[src/rtl/dlycal_bringup.sv]
module dlycal_bringup #(
  parameter int N_CTRL      = 4,
  parameter int HOLD_CYCLES = 64,
  parameter int DLY_TIMEOUT = 4096,
  parameter int VTC_TIMEOUT = 65536
) (
  input  logic              clk,
  input  logic              sys_rst,
  input  logic              restart,
  input  logic [N_CTRL-1:0] dly_rdy_in,
  input  logic [N_CTRL-1:0] vtc_rdy_in,
  output logic              ctrl_rst,
  output logic              en_track,
  output logic              bringup_done,
  output logic              err_timeout,
  output logic              err_lock
);

  localparam int WMAX = (DLY_TIMEOUT > VTC_TIMEOUT) ? DLY_TIMEOUT : VTC_TIMEOUT;
  localparam int CMAX = (WMAX > HOLD_CYCLES) ? WMAX : HOLD_CYCLES;
  localparam int CW   = $clog2(CMAX + 1);

  typedef enum logic [2:0] {S_HOLD, S_WDLY, S_EN, S_WVTC, S_DONE, S_ERR} st_t;

  st_t st;
  logic [CW-1:0] cnt;
  logic [N_CTRL-1:0] dly_m, dly_s, vtc_m, vtc_s;
  logic all_dly, all_vtc;

  always_ff @(posedge clk or posedge sys_rst)
    if (sys_rst) begin
      dly_m <= '0; dly_s <= '0; vtc_m <= '0; vtc_s <= '0;
    end else begin
      dly_m <= dly_rdy_in; dly_s <= dly_m;
      vtc_m <= vtc_rdy_in; vtc_s <= vtc_m;
    end

  assign all_dly = &dly_s;
  assign all_vtc = &vtc_s;

  always_ff @(posedge clk or posedge sys_rst)
    if (sys_rst) begin
      st <= S_HOLD; cnt <= '0; ctrl_rst <= 1'b1;
      err_timeout <= 1'b0; err_lock <= 1'b0;
    end else begin
      case (st)
        S_HOLD:
          if (cnt == CW'(HOLD_CYCLES - 1)) begin
            st <= S_WDLY; cnt <= '0; ctrl_rst <= 1'b0;
          end else cnt <= cnt + 1'b1;
        S_WDLY:
          if (all_dly) begin
            st <= S_EN; cnt <= '0;
          end else if (cnt == CW'(DLY_TIMEOUT - 1)) begin
            st <= S_ERR; err_timeout <= 1'b1;
          end else cnt <= cnt + 1'b1;
        S_EN: begin
          st <= S_WVTC; cnt <= '0;
        end
        S_WVTC:
          if (all_vtc) st <= S_DONE;
          else if (cnt == CW'(VTC_TIMEOUT - 1)) begin
            st <= S_ERR; err_timeout <= 1'b1;
          end else cnt <= cnt + 1'b1;
        S_DONE:
          if (!all_vtc) begin
            st <= S_ERR; err_lock <= 1'b1;
          end
        S_ERR:
          if (restart) begin
            st <= S_HOLD; cnt <= '0; ctrl_rst <= 1'b1;
            err_timeout <= 1'b0; err_lock <= 1'b0;
          end
        default: st <= S_ERR;
      endcase
    end

  assign en_track     = (st == S_EN) || (st == S_WVTC) || (st == S_DONE);
  assign bringup_done = (st == S_DONE);

  AST_TRACK_NEEDS_DLY: assert property (@(posedge clk) disable iff (sys_rst)
    $rose(en_track) |-> $past(&dly_s));
  AST_NO_TRACK_IN_RESET: assert property (@(posedge clk) disable iff (sys_rst)
    ctrl_rst |-> !en_track);
  AST_TRACK_HELD: assert property (@(posedge clk) disable iff (sys_rst)
    $fell(en_track) |-> (err_timeout || err_lock));
  AST_DONE_NEEDS_VTC: assert property (@(posedge clk) disable iff (sys_rst)
    $rose(bringup_done) |-> $past(&vtc_s));
  AST_LOCK_LOSS: assert property (@(posedge clk) disable iff (sys_rst)
    (bringup_done && !(&vtc_s)) |=> err_lock);
  AST_RST_ON_RESTART: assert property (@(posedge clk) disable iff (sys_rst)
    $rose(ctrl_rst) |-> $past(restart));
  AST_FLAGS_EXCL: assert property (@(posedge clk) disable iff (sys_rst)
    $onehot0({bringup_done, err_timeout, err_lock}));
  AST_ERR_NO_RST: assert property (@(posedge clk) disable iff (sys_rst)
    (err_timeout || err_lock) |-> !ctrl_rst);

endmodule

[config.mk]
export PLATFORM = sky130hd
export DESIGN_NAME = dlycal_bringup
export DESIGN_NICKNAME = d
export VERILOG_FILES = /design/src/rtl/dlycal_bringup.sv
export SDC_FILE = /design/constraint.sdc
export NUM_CORES = 1
export LEC_CHECK = 0
export ABC_AREA = 1
export CORE_UTILIZATION = 45
export DETAILED_ROUTE_END_ITERATION = 10
export DONT_BUFFER_PORTS = 1
export PLACE_DENSITY_LB_ADDON = 0.3
export RECOVER_POWER = 50
export SLEW_MARGIN = 20
export SYNTH_ARGS = -nofsm -noshare
export SYNTH_HDL_FRONTEND = slang
export SYNTH_SLANG_ARGS = --single-unit
export TNS_END_PERCENT = 20
[constraint.sdc]
create_clock -name clk -period 3.9 [get_ports clk]
set_input_delay 0.585 -clock clk [delete_from_list [all_inputs] [get_ports clk]]
set_output_delay 0.585 -clock clk [all_outputs]
set_load 0.05 [all_outputs]
==> flow_results.xml, run 1 <==
<?xml version="1.0" encoding="UTF-8"?>
<metrics>
  <group name="synthesis">
    <metric name="synth_cell_type_count" unit="">30</metric>
    <metric name="synth.top_cells.by_area" unit="">sky130_fd_sc_hd__dfrtp_1 (45%), sky130_fd_sc_hd__nand2_1 (13%), sky130_fd_sc_hd__nand3_1 (6.2%)</metric>
    <metric name="count_of_state_elements_after_synthesis" unit="">39</metric>
    <metric name="netlist_top_cells_count" unit="">sky130_fd_sc_hd__nand2_1 (74), sky130_fd_sc_hd__dfrtp_1 (38), sky130_fd_sc_hd__nand3_1 (26)</metric>
    <metric name="synth-edff-count" unit="">0</metric>
    <metric name="synth-seq-area-share" unit="">0.467</metric>
    <metric name="syn-mean-instance-area" unit="sq um">8.10</metric>
    <metric name="async_reset_ff_frac" unit="">1.00</metric>
    <metric name="nets_in_the_synthesized_netlist" unit="">271</metric>
    <metric name="synthesis.instances" unit="">258</metric>
    <metric name="ys_dominant_reg_cell" unit="">sky130_fd_sc_hd__dfrtp_1</metric>
    <metric name="synth-warning-count" unit="">0</metric>
    <metric name="post_synth_instance_area" unit="sq um">2090</metric>
    <metric name="synth_top_area_frac" unit="">0.455</metric>
    <metric name="yosys.cell_count.top_type" unit="">sky130_fd_sc_hd__nand2_1</metric>
    <metric name="yosysTopAreaCell" unit="">sky130_fd_sc_hd__dfrtp_1</metric>
  </group>
  <group name="place">
    <metric name="post-dp-hpwl" unit="mm">2.77</metric>
    <metric name="placedInstanceArea" unit="sq um">2120</metric>
    <metric name="port_buffers" unit="">0</metric>
    <metric name="place_congestion" unit="">0.875</metric>
  </group>
  <group name="detailed_routing">
    <metric name="detail_route.iter0.violations" unit="">130</metric>
    <metric name="post-route-drc-count" unit="">0</metric>
    <metric name="drtPass1Iterations" unit="">5</metric>
    <metric name="avgRoutedWirePerCell" unit="um">12.4</metric>
    <metric name="routed-via-count" unit="">1650</metric>
    <metric name="number_of_nets_still_failing_antenna_checks_after_routing" unit="">0</metric>
    <metric name="wirelength" unit="mm">3.90</metric>
    <metric name="vias_per_cell" unit="">5.24</metric>
  </group>
  <group name="pwr">
    <metric name="pwr_density_cell" unit="nW/um^2">564</metric>
    <metric name="switching_share" unit="">0.392</metric>
    <metric name="power.ir.vdd_worst" unit="uV">372</metric>
    <metric name="power_switching" unit="uW">493</metric>
    <metric name="pwr-share-seq" unit="">0.446</metric>
    <metric name="p_leak" unit="uW">0.00105</metric>
    <metric name="share_clk_of_total_power" unit="">0.280</metric>
    <metric name="power.share.combinational" unit="">0.274</metric>
    <metric name="cell_internal_pwr" unit="uW">764</metric>
  </group>
  <group name="flow_run">
    <metric name="timing.max_cap.violations" unit="">1</metric>
  </group>
  <group name="sta">
    <metric name="finalSetupTns" unit="ns">0</metric>
    <metric name="drv_slew" unit="">40</metric>
    <metric name="tightest_slew" unit="ns">2.02</metric>
    <metric name="maxSlewHeadroom" unit="">-0.344</metric>
    <metric name="timing.final.hold_violations" unit="">0</metric>
    <metric name="setup_viol" unit="">0</metric>
    <metric name="finalCritPeriodShare" unit="">0.647</metric>
    <metric name="unrepaired_setup_endpoints_after_global_routing" unit="">no</metric>
    <metric name="worst_clock_skew" unit="ns">0.00562</metric>
    <metric name="achievable-frequency" unit="GHz">0.396</metric>
    <metric name="final.min_clock_period" unit="ns">2.52</metric>
  </group>
  <group name="setup_path">
    <metric name="setup.worst_path.end_class" unit="">flip-flop</metric>
    <metric name="worst_path_max_delay_cell" unit="">sky130_fd_sc_hd__dfrtp_1</metric>
    <metric name="r2r_slack" unit="ns">1.38</metric>
    <metric name="timing_worst_setup_path_type" unit="">reg -&gt; reg</metric>
    <metric name="crit-reg2reg-launch" unit="">cnt[0]</metric>
    <metric name="cp.buffers_inverters" unit="">2</metric>
    <metric name="worst_setup_path_start_kind" unit="">flip-flop</metric>
    <metric name="crit_arrival" unit="ns">2.71</metric>
    <metric name="cpPeakStageDelay" unit="ns">0.39</metric>
    <metric name="critPathMaxFanout" unit="">31</metric>
    <metric name="capture_instance_of_the_worst_register_to_register_path" unit="">cnt[15]</metric>
    <metric name="crit_chain" unit="">ha_1 &gt; nand2_1 &gt; nor2_4 &gt; nand3_2 &gt; nor2_2 &gt; nand3_1 &gt; nor3_1 &gt; ha_1 &gt; inv_1 &gt; o22ai_1 &gt; nor2_2 &gt; nand2_4 &gt; inv_1 &gt; nand2_1 &gt; nand2_1</metric>
    <metric name="critPathRequiredTime" unit="ns">4.09</metric>
    <metric name="worst_path_most_repeated_cell" unit="">sky130_fd_sc_hd__nand2_1</metric>
    <metric name="startpoint" unit="">cnt[0]</metric>
    <metric name="worst_path_dominant_cell_family" unit="">simple AND/OR/NAND/NOR gates</metric>
    <metric name="timing.reg2reg.worst_path_depth" unit="">15</metric>
    <metric name="worstSetupEndpoint" unit="">cnt[15]</metric>
    <metric name="cp_num_cells" unit="">15</metric>
  </group>
  <group name="clock_network">
    <metric name="ctsRootBufferMaster" unit="">sky130_fd_sc_hd__clkbuf_8</metric>
    <metric name="cts-hold-fix-buffers" unit="">0</metric>
    <metric name="clk_pin_slew_worst_paths" unit="ns">0.09</metric>
    <metric name="clock_tree_from_tritoncts" unit="">built</metric>
    <metric name="clock_sinks" unit="">39</metric>
    <metric name="clock_tree.buffer_depth" unit="">2</metric>
    <metric name="cts-resized-gates" unit="">0</metric>
    <metric name="cts_max_level" unit="">2</metric>
    <metric name="clock_latency_of_the_later_clocked_register_in_the_worst_skew_pair" unit="ns">0.30</metric>
    <metric name="cts_setup_buffers" unit="">0</metric>
    <metric name="cts-buffers-inserted" unit="">5</metric>
  </group>
  <group name="floorplan">
    <metric name="starting_density_of_the_core" unit="">0.474</metric>
    <metric name="io_pins" unit="">16</metric>
    <metric name="die-width" unit="um">70.2</metric>
    <metric name="dieArea" unit="sq um">4920</metric>
    <metric name="floorplan.rows" unit="">24</metric>
    <metric name="die_y" unit="um">70.2</metric>
    <metric name="core_area" unit="sq um">4410</metric>
  </group>
  <group name="grt">
    <metric name="grt_pass1_vias" unit="">1533</metric>
    <metric name="grt_max_degree" unit="">40</metric>
    <metric name="number_of_antenna_violations_at_the_first_check_in_global_routing" unit="">0</metric>
    <metric name="gr-usage-all-layers" unit="">0.180</metric>
    <metric name="gr-total-overflow" unit="">0</metric>
    <metric name="grt_pass1_wl" unit="mm">6.93</metric>
  </group>
  <group name="min_path">
    <metric name="worstHoldPathType" unit="">in -&gt; reg</metric>
  </group>
  <group name="outcome">
    <metric name="run_status" unit="">complete, but fails checks</metric>
    <metric name="failed_checks" unit="">capacitance limit, slew limit</metric>
  </group>
  <group name="layout">
    <metric name="sequential_cell_area" unit="sq um">977</metric>
    <metric name="flow.area_growth_from_synthesis" unit="%">6.64</metric>
    <metric name="final_design_area_no_fill" unit="sq um">2230</metric>
    <metric name="area_taken_by_multi_input_logic_gates" unit="sq um">958</metric>
    <metric name="postLayoutCoreUtil" unit="">0.505</metric>
    <metric name="antenna-diode-count" unit="">0</metric>
    <metric name="num-nets-final" unit="">275</metric>
    <metric name="filler_cell_count" unit="">408</metric>
    <metric name="drive_gt1_frac" unit="">0.141</metric>
  </group>
</metrics>
-- routing by layer --
| metal | vias to the layer above | global-route usage | part of all wire |
|---|---|---|---|
| met5 | - | 0 | 0 |
| met4 | 0 | 0.0822 | 0.020 |
| met3 | 6 | 0.0346 | 0.035 |
| met2 | 33 | 0.275 | 0.45 |
| met1 | 761 | 0.249 | 0.49 |
| li1 | 850 | - | - |
-- power groups by stage --
stage | clock network, uW | registers, uW | logic [uW]
after floorplan | 0 | 554 | 318
after global placement | 0 | 565 | 344
after detailed placement | 0 | 568 | 348
after CTS | 356 | 560 | 349
after global routing | 372 | 572 | 401
final | 353 | 560 | 344
-- worst register-to-register path: cells and delay by family, from the launching register on --
family,cells,cell delay [ns]
buffers and inverters,2,0.23
flip-flops,1,0.39
AO/OA/AOI/OAI,1,0.15
adder cells (fa/ha/maj),2,0.40
AND/OR/NAND/NOR,10,1.24
-- area by class of cell --
class / count / area share
clock inverter: 3 / 0.0213
multi-input combinational: 187 / 0.430
clock buffer: 5 / 0.0309
inverter: 27 / 0.0455
tap: 52 / 0.0292
timing repair buffer: 2 / 0.00505
sequential: 39 / 0.438
-- stage by stage --
step | hold WS [ns] | std cells | power (uW) | worst slack (ns)
after floorplan | 0.331 | 258 | 872 | 1.56
after global placement | 0.332 | 307 | 909 | 1.46
after detailed placement | 0.335 | 307 | 916 | 1.38
after CTS | 0.305 | 315 | 1270 | 1.36
after global routing | 0.290 | 315 | 1350 | 1.02
final | 0.307 | 315 | 1260 | 1.38
-- kinds of logic (layout without fill, tap and decap cells) --
logic type	after synthesis	in the layout	share of synthesized area
AOI/OAI and AO/OA	23	23	0.0796
xor gates and xnor gates	6	6	0.0251
adders and majority gates	2	2	0.0120
buffers and inverters	32	37	0.0742
DFF	39	39	0.467
and+or+nand+nor	156	156	0.342
-- flip-flops by register name (all words and copies together), names as in the netlist --
name,cells
cnt,17
err_timeout,1
dly_s,4
vtc_s,4
dly_m,4
vtc_m,4
ctrl_rst,1
err_lock,1
st,3
-- worst min-delay path by stage --
| stage | from | to | slack [ns] | cells after the start |
|---|---|---|---|---|
| 6_report | dly_rdy_in[2] | dly_m[2] | 0.31 | 0 |
| 5_1_grt | dly_rdy_in[2] | dly_m[2] | 0.29 | 0 |
| 4_1_cts | vtc_rdy_in[2] | vtc_m[2] | 0.30 | 0 |
| 3_5_place_dp | dly_m[3] | dly_s[3] | 0.33 | 0 |
| 3_3_place_gp | dly_m[3] | dly_s[3] | 0.33 | 0 |
| 2_1_floorplan | dly_m[0] | dly_s[0] | 0.33 | 0 |
-- cells in the final DEF (no fill, tap or decap) --
cell,n
sky130_fd_sc_hd__nand2_1,74
sky130_fd_sc_hd__dfrtp_1,38
sky130_fd_sc_hd__nand3_1,26
sky130_fd_sc_hd__nor2_1,25
sky130_fd_sc_hd__inv_1,25
sky130_fd_sc_hd__o21ai_2,12
sky130_fd_sc_hd__nand4_1,9
sky130_fd_sc_hd__nor3_1,6
sky130_fd_sc_hd__clkbuf_8,5
sky130_fd_sc_hd__nor2_2,4
sky130_fd_sc_hd__o21ai_0,4
sky130_fd_sc_hd__xor2_1,4
sky130_fd_sc_hd__nand2_2,3
sky130_fd_sc_hd__a21oi_1,3
sky130_fd_sc_hd__nand3b_1,3
sky130_fd_sc_hd__inv_2,2
sky130_fd_sc_hd__nor2_4,2
sky130_fd_sc_hd__nand3_2,2
sky130_fd_sc_hd__xnor2_1,2
sky130_fd_sc_hd__ha_1,2
sky130_fd_sc_hd__o21ai_1,1
sky130_fd_sc_hd__o22ai_1,1
sky130_fd_sc_hd__nand2_4,1
sky130_fd_sc_hd__a21o_1,1
sky130_fd_sc_hd__or2_2,1
sky130_fd_sc_hd__o21bai_1,1
sky130_fd_sc_hd__bufinv_16,1
sky130_fd_sc_hd__inv_6,1
sky130_fd_sc_hd__clkinv_4,1
sky130_fd_sc_hd__dfstp_2,1
sky130_fd_sc_hd__buf_4,1
sky130_fd_sc_hd__clkbuf_1,1
(Power assumes the default switching activity.)
==> run 2: changes to the inputs <==
==> constraint.sdc (replaced) <==
create_clock -name clk -period 2.2 [get_ports clk]
set_input_delay 0.33 -clock clk [delete_from_list [all_inputs] [get_ports clk]]
set_output_delay 0.33 -clock clk [all_outputs]
set_load 0.05 [all_outputs]
==> flow_results.xml, run 2 (synthesized netlist as in run 1, its figures left out) <==
<?xml version="1.0" encoding="UTF-8"?>
<metrics>
  <group name="outcome">
    <metric name="run_status" unit="">complete, but fails checks</metric>
    <metric name="failed_checks" unit="">capacitance limit, slew limit, setup timing</metric>
  </group>
  <group name="sta">
    <metric name="postLayoutSetupSlackWorst" unit="ns">-0.0271</metric>
    <metric name="final.min_clock_period" unit="ns">2.23</metric>
    <metric name="finalCritPeriodShare" unit="">1.01</metric>
    <metric name="drv_slew" unit="">40</metric>
    <metric name="achievable-frequency" unit="GHz">0.449</metric>
    <metric name="setup_viol" unit="">7</metric>
    <metric name="worst_clock_skew" unit="ns">0.00327</metric>
    <metric name="tightest_slew" unit="ns">1.99</metric>
    <metric name="finalSetupTns" unit="ns">-0.139</metric>
    <metric name="unrepaired_setup_endpoints_after_global_routing" unit="">yes</metric>
    <metric name="timing.final.hold_violations" unit="">0</metric>
    <metric name="maxSlewHeadroom" unit="">-0.325</metric>
  </group>
  <group name="pwr">
    <metric name="switching_share" unit="">0.385</metric>
    <metric name="power.share.combinational" unit="">0.354</metric>
    <metric name="pwr-share-seq" unit="">0.398</metric>
    <metric name="cell_internal_pwr" unit="uW">1510</metric>
    <metric name="share_clk_of_total_power" unit="">0.249</metric>
    <metric name="p_leak" unit="uW">0.00120</metric>
    <metric name="power_switching" unit="uW">946</metric>
    <metric name="pwr_density_cell" unit="nW/um^2">976</metric>
    <metric name="power.ir.vdd_worst" unit="uV">614</metric>
  </group>
  <group name="grt">
    <metric name="grt_pass1_wl" unit="mm">7.20</metric>
    <metric name="gr-usage-all-layers" unit="">0.189</metric>
    <metric name="gr-total-overflow" unit="">0</metric>
    <metric name="grt_pass1_vias" unit="">1594</metric>
    <metric name="number_of_antenna_violations_at_the_first_check_in_global_routing" unit="">0</metric>
    <metric name="grt_max_degree" unit="">40</metric>
  </group>
  <group name="layout">
    <metric name="final_design_area_no_fill" unit="sq um">2520</metric>
    <metric name="mostFrequentLayoutCells" unit="">sky130_fd_sc_hd__nand2_1 (71), sky130_fd_sc_hd__dfrtp_1 (38), sky130_fd_sc_hd__nor2_1 (25)</metric>
    <metric name="drive_gt1_frac" unit="">0.254</metric>
    <metric name="largest_register" unit="">cnt</metric>
    <metric name="final_common_cell" unit="">sky130_fd_sc_hd__nand2_1</metric>
    <metric name="antenna-diode-count" unit="">0</metric>
    <metric name="largest_reg_flops" unit="">17</metric>
    <metric name="num-nets-final" unit="">299</metric>
    <metric name="flow.area_growth_from_synthesis" unit="%">20.5</metric>
    <metric name="filler_cell_count" unit="">380</metric>
  </group>
  <group name="setup_path">
    <metric name="critPathRequiredTime" unit="ns">2.39</metric>
    <metric name="worst_setup_path_start_kind" unit="">flip-flop</metric>
    <metric name="cp.buffers_inverters" unit="">2</metric>
    <metric name="worst_path_max_delay_cell" unit="">sky130_fd_sc_hd__dfrtp_1</metric>
    <metric name="crit_chain" unit="">ha_2 &gt; nand2_2 &gt; nor2_4 &gt; nand3_4 &gt; nor2_4 &gt; nand3_2 &gt; nor3_2 &gt; ha_2 &gt; inv_2 &gt; o22ai_4 &gt; nor2_4 &gt; nand2_4 &gt; clkbuf_16 &gt; o21ai_2</metric>
    <metric name="worst_path_dominant_cell_family" unit="">simple AND/OR/NAND/NOR gates</metric>
    <metric name="critPathMaxFanout" unit="">7</metric>
    <metric name="cpPeakStageDelay" unit="ns">0.39</metric>
    <metric name="crit_arrival" unit="ns">2.42</metric>
    <metric name="setup.worst_path.end_class" unit="">flip-flop</metric>
    <metric name="worst_path_most_repeated_cell" unit="">sky130_fd_sc_hd__nor2_4</metric>
    <metric name="timing_worst_setup_path_type" unit="">reg -&gt; reg</metric>
  </group>
  <group name="place">
    <metric name="port_buffers" unit="">0</metric>
    <metric name="dp_worst_setup_slack" unit="ns">0.0145</metric>
    <metric name="post-dp-hpwl" unit="mm">3.15</metric>
    <metric name="placedInstanceArea" unit="sq um">2270</metric>
    <metric name="place_congestion" unit="">0.921</metric>
  </group>
  <group name="floorplan">
    <metric name="die_y" unit="um">70.2</metric>
    <metric name="core_area" unit="sq um">4410</metric>
    <metric name="io_pins" unit="">16</metric>
    <metric name="dieArea" unit="sq um">4920</metric>
    <metric name="floorplan.rows" unit="">24</metric>
    <metric name="die-width" unit="um">70.2</metric>
    <metric name="starting_density_of_the_core" unit="">0.474</metric>
  </group>
  <group name="detailed_routing">
    <metric name="drtPass1Iterations" unit="">5</metric>
    <metric name="post-route-drc-count" unit="">0</metric>
    <metric name="number_of_nets_still_failing_antenna_checks_after_routing" unit="">0</metric>
    <metric name="routed-via-count" unit="">1790</metric>
    <metric name="wirelength" unit="mm">4.60</metric>
    <metric name="vias_per_cell" unit="">5.28</metric>
    <metric name="detail_route.iter0.violations" unit="">177</metric>
    <metric name="avgRoutedWirePerCell" unit="um">13.6</metric>
  </group>
  <group name="clock_network">
    <metric name="ctsRootBufferMaster" unit="">sky130_fd_sc_hd__clkbuf_8</metric>
    <metric name="clk_pin_slew_worst_paths" unit="ns">0.08</metric>
    <metric name="clock_tree.buffer_depth" unit="">2</metric>
    <metric name="clock_latency_of_the_later_clocked_register_in_the_worst_skew_pair" unit="ns">0.30</metric>
    <metric name="clock_sinks" unit="">39</metric>
    <metric name="cts_max_level" unit="">2</metric>
    <metric name="cts-buffers-inserted" unit="">5</metric>
    <metric name="cts-hold-fix-buffers" unit="">0</metric>
    <metric name="clock_tree_from_tritoncts" unit="">built</metric>
  </group>
  <group name="flow_run">
    <metric name="timing.max_cap.violations" unit="">1</metric>
  </group>
  <group name="min_path">
    <metric name="worstHoldPathType" unit="">in -&gt; reg</metric>
  </group>
</metrics>
[run 2: cell count changes in the layout (fill, tap and decap cells not counted), sizes merged]
cell      before  now
buf            1   23
clkbuf         6    7
clkinv         1    0
clkinvlp       0    1
nand2         78   79
[run 2: final cells by class]
cell class / instances / area [sq um] / area share
Clock buffer: 5 / 68.8 / 0.0273
Tap cell: 52 / 65.1 / 0.0258
Multi-Input combinational cell: 188 / 1030 / 0.408
Sequential cell: 39 / 977 / 0.388
Inverter: 27 / 101 / 0.0402
Clock inverter: 3 / 46.3 / 0.0184
Timing Repair Buffer: 25 / 234 / 0.0928
[run 2: worst paths after layout]
check	to	slack, ns	startpoint	depth (start not counted)
worst max-delay path	cnt[0]	-0.03	cnt[1]	14
worst min-delay path	dly_m[3]	0.05	dly_rdy_in[3]	0
worst max register to register	cnt[0]	-0.03	cnt[1]	14
worst min register to register	dly_s[0]	0.35	dly_m[0]	0
max in group asynchronous	cnt[9]	0.43	sys_rst	2
min in group asynchronous	vtc_s[2]	0.64	sys_rst	2
[run 2: stage by stage]
step	total power [uW]	util	std cells	hold WS (ns)
2_1_floorplan	1550	-	258	0.331
3_3_place_gp	1730	0.514	324	0.332
3_5_place_dp	1750	0.514	324	0.335
4_1_cts	2380	0.542	333	0.0452
5_1_grt	2600	0.571	339	0.0391
6_report	2460	0.571	339	0.0549
[run 2: layer usage]
metal,up-vias,global-route usage,wire length [um]
met5,-,0,0
met4,0,0.0600,65
met3,8,0.0433,261
met2,63,0.288,2170
met1,827,0.265,2100
li1,892,-,-
[run 2: what timing repair did]
item	4_1_cts	5_1_grt
cloned	0	2
endpoints found under the setup margin	15	20
buffers inserted	1	4
pin swaps	0	17
gates resized for setup	0	18
[run 2: power groups by stage]
stage	Sequential (uW)	Clock, uW	Combinational (uW)
after detailed placement	995	0	752
final	978	611	870
after global routing	990	648	966
after floorplan	982	0	564
after CTS	976	628	779
after global placement	990	0	741
==> run 3: changes to the inputs <==
--- a/config.mk
+++ b/config.mk
@@ -9,6 +9,7 @@
 export CORE_UTILIZATION = 45
 export DETAILED_ROUTE_END_ITERATION = 10
 export DONT_BUFFER_PORTS = 1
+export MAX_ROUTING_LAYER = met4
 export PLACE_DENSITY_LB_ADDON = 0.3
 export RECOVER_POWER = 50
 export SLEW_MARGIN = 20
==> flow_results.xml, run 3 (synthesized netlist as in run 1, its figures left out) <==
<?xml version="1.0" encoding="UTF-8"?>
<metrics>
  <group name="outcome">
    <metric name="run_status" unit="">complete, but fails checks</metric>
    <metric name="failed_checks" unit="">capacitance limit, slew limit, setup timing</metric>
  </group>
  <group name="detailed_routing">
    <metric name="number_of_nets_still_failing_antenna_checks_after_routing" unit="">0</metric>
    <metric name="detail_route.iter0.violations" unit="">199</metric>
    <metric name="avgRoutedWirePerCell" unit="um">13.6</metric>
    <metric name="post-route-drc-count" unit="">0</metric>
    <metric name="vias_per_cell" unit="">5.30</metric>
    <metric name="routed-via-count" unit="">1796</metric>
    <metric name="drtPass1Iterations" unit="">5</metric>
    <metric name="wirelength" unit="mm">4.62</metric>
  </group>
  <group name="pwr">
    <metric name="switching_share" unit="">0.386</metric>
    <metric name="cell_internal_pwr" unit="uW">1510</metric>
    <metric name="p_leak" unit="uW">0.00120</metric>
    <metric name="share_clk_of_total_power" unit="">0.249</metric>
    <metric name="power_switching" unit="uW">950</metric>
    <metric name="pwr-share-seq" unit="">0.397</metric>
    <metric name="power.ir.vdd_worst" unit="uV">615</metric>
    <metric name="pwr_density_cell" unit="nW/um^2">978</metric>
    <metric name="power.share.combinational" unit="">0.354</metric>
  </group>
  <group name="floorplan">
    <metric name="starting_density_of_the_core" unit="">0.474</metric>
    <metric name="floorplan.rows" unit="">24</metric>
    <metric name="core_area" unit="sq um">4410</metric>
    <metric name="die-width" unit="um">70.2</metric>
    <metric name="dieArea" unit="sq um">4920</metric>
    <metric name="io_pins" unit="">16</metric>
    <metric name="die_y" unit="um">70.2</metric>
  </group>
  <group name="setup_path">
    <metric name="worst_setup_path_start_kind" unit="">flip-flop</metric>
    <metric name="timing_worst_setup_path_type" unit="">reg -&gt; reg</metric>
    <metric name="capture_instance_of_the_worst_register_to_register_path" unit="">cnt[0]</metric>
    <metric name="crit_arrival" unit="ns">2.43</metric>
    <metric name="timing.reg2reg.worst_path_depth" unit="">14</metric>
    <metric name="r2r_slack" unit="ns">-0.04</metric>
    <metric name="setup.worst_path.end_class" unit="">flip-flop</metric>
    <metric name="critPathMaxFanout" unit="">7</metric>
    <metric name="critPathRequiredTime" unit="ns">2.39</metric>
    <metric name="crit-reg2reg-launch" unit="">cnt[1]</metric>
  </group>
  <group name="sta">
    <metric name="timing.final.hold_violations" unit="">0</metric>
    <metric name="worst_clock_skew" unit="ns">0.00376</metric>
    <metric name="achievable-frequency" unit="GHz">0.447</metric>
    <metric name="maxSlewHeadroom" unit="">-0.330</metric>
    <metric name="tightest_slew" unit="ns">2.00</metric>
    <metric name="postLayoutSetupSlackWorst" unit="ns">-0.0353</metric>
    <metric name="setup_viol" unit="">11</metric>
    <metric name="drv_slew" unit="">40</metric>
    <metric name="final.min_clock_period" unit="ns">2.24</metric>
    <metric name="finalCritPeriodShare" unit="">1.02</metric>
    <metric name="unrepaired_setup_endpoints_after_global_routing" unit="">yes</metric>
  </group>
  <group name="layout">
    <metric name="antenna-diode-count" unit="">0</metric>
    <metric name="mostFrequentLayoutCells" unit="">sky130_fd_sc_hd__nand2_1 (71), sky130_fd_sc_hd__dfrtp_1 (38), sky130_fd_sc_hd__nor2_1 (25)</metric>
    <metric name="filler_cell_count" unit="">380</metric>
    <metric name="final_common_cell" unit="">sky130_fd_sc_hd__nand2_1</metric>
    <metric name="num-nets-final" unit="">299</metric>
    <metric name="flow.area_growth_from_synthesis" unit="%">20.5</metric>
    <metric name="largest_register" unit="">cnt</metric>
    <metric name="largest_reg_flops" unit="">17</metric>
    <metric name="drive_gt1_frac" unit="">0.254</metric>
    <metric name="final_design_area_no_fill" unit="sq um">2520</metric>
    <metric name="postLayoutCoreUtil" unit="">0.571</metric>
  </group>
  <group name="clock_network">
    <metric name="clk_pin_slew_worst_paths" unit="ns">0.08</metric>
    <metric name="clock_tree_from_tritoncts" unit="">built</metric>
    <metric name="cts_max_level" unit="">2</metric>
    <metric name="cts-buffers-inserted" unit="">5</metric>
    <metric name="ctsRootBufferMaster" unit="">sky130_fd_sc_hd__clkbuf_8</metric>
    <metric name="clock_sinks" unit="">39</metric>
    <metric name="clock_latency_of_the_later_clocked_register_in_the_worst_skew_pair" unit="ns">0.30</metric>
    <metric name="clock_tree.buffer_depth" unit="">2</metric>
  </group>
  <group name="min_path">
    <metric name="worst_hold_path.endpoint" unit="">dly_m[3]</metric>
    <metric name="whs_path_depth" unit="">0</metric>
    <metric name="min-delay-start" unit="">dly_rdy_in[3]</metric>
    <metric name="worstHoldPathType" unit="">in -&gt; reg</metric>
  </group>
  <group name="flow_run">
    <metric name="timing.max_cap.violations" unit="">1</metric>
  </group>
  <group name="grt">
    <metric name="grt_max_degree" unit="">40</metric>
    <metric name="number_of_antenna_violations_at_the_first_check_in_global_routing" unit="">0</metric>
    <metric name="gr-total-overflow" unit="">0</metric>
    <metric name="grt_pass1_vias" unit="">1592</metric>
    <metric name="grt_pass1_wl" unit="mm">7.23</metric>
    <metric name="gr-usage-all-layers" unit="">0.195</metric>
  </group>
  <group name="place">
    <metric name="place_congestion" unit="">0.937</metric>
    <metric name="post-dp-hpwl" unit="mm">3.15</metric>
    <metric name="port_buffers" unit="">0</metric>
    <metric name="dp_worst_setup_slack" unit="ns">0.0145</metric>
    <metric name="placedInstanceArea" unit="sq um">2270</metric>
  </group>
</metrics>
run 3: cell counts in the layout (fill, tap and decap cells not counted):
Identical to the previous run, type by type.
run 3: worst max-delay path: stages, from the launching register on:
cell                        delay [ns]
sky130_fd_sc_hd__dfrtp_1          0.39
sky130_fd_sc_hd__ha_2             0.20
sky130_fd_sc_hd__nand2_2          0.06
sky130_fd_sc_hd__nor2_4           0.14
sky130_fd_sc_hd__nand3_4          0.10
sky130_fd_sc_hd__nor2_4           0.13
sky130_fd_sc_hd__nand3_2          0.07
sky130_fd_sc_hd__nor3_2           0.18
sky130_fd_sc_hd__ha_2             0.22
sky130_fd_sc_hd__inv_2            0.05
sky130_fd_sc_hd__o22ai_4          0.12
sky130_fd_sc_hd__nor2_4           0.07
sky130_fd_sc_hd__nand2_4          0.14
sky130_fd_sc_hd__clkbuf_16        0.18
sky130_fd_sc_hd__o21ai_2          0.05
run 3: worst max path at each step:
stage                to  startpoint
6_report         cnt[0]      cnt[1]
3_5_place_dp    cnt[15]      cnt[0]
2_1_floorplan  en_track       st[1]
5_1_grt          cnt[0]      cnt[1]
3_3_place_gp    cnt[15]      cnt[0]
4_1_cts         cnt[15]      cnt[1]
run 3: power by group through the flow:
stage                     logic (uW)  clock network, uW  registers (uW)
final                            872                613             978
after global routing             966                651             990
after CTS                        779                628             976
after detailed placement         752                  0             995
after global placement           741                  0             990
after floorplan                  564                  0             982
run 3: routing by layer:
layer  vias up  track usage  part of all wire
met2        61        0.291              0.47
li1        892            -                 -
met4         0       0.0600             0.011
met3         6       0.0433             0.049
met5         -            -                 0
met1       837        0.266              0.47
run 3: area by class of cell:
type | instances | area [sq um] | area share
clock buffer | 5 | 68.8 | 0.0273
clock inverter | 3 | 46.3 | 0.0184
inverter | 27 | 101 | 0.0402
multi-input combinational | 188 | 1030 | 0.408
sequential | 39 | 977 | 0.388
tap | 52 | 65.1 | 0.0258
timing repair buffer | 25 | 234 | 0.0928
run 3: timing repair:
action	CTS	global route
hold endpoints to repair	0	0
hold buffers	0	0
resized for setup	0	18
setup endpoints to repair	15	20
cloned	0	2
setup buffers	1	4
pin swaps	0	17
run 3: per-stage QoR:
| stage | cells | setup TNS, ns | hold WS (ns) | power [uW] |
|---|---|---|---|---|
| 5_1_grt | 339 | -3.92 | 0.0353 | 2610 |
| 2_1_floorplan | 258 | 0 | 0.331 | 1550 |
| 6_report | 339 | -0.226 | 0.0528 | 2460 |
| 3_3_place_gp | 324 | 0 | 0.332 | 1730 |
| 3_5_place_dp | 324 | 0 | 0.335 | 1750 |
| 4_1_cts | 333 | 0 | 0.0452 | 2380 |
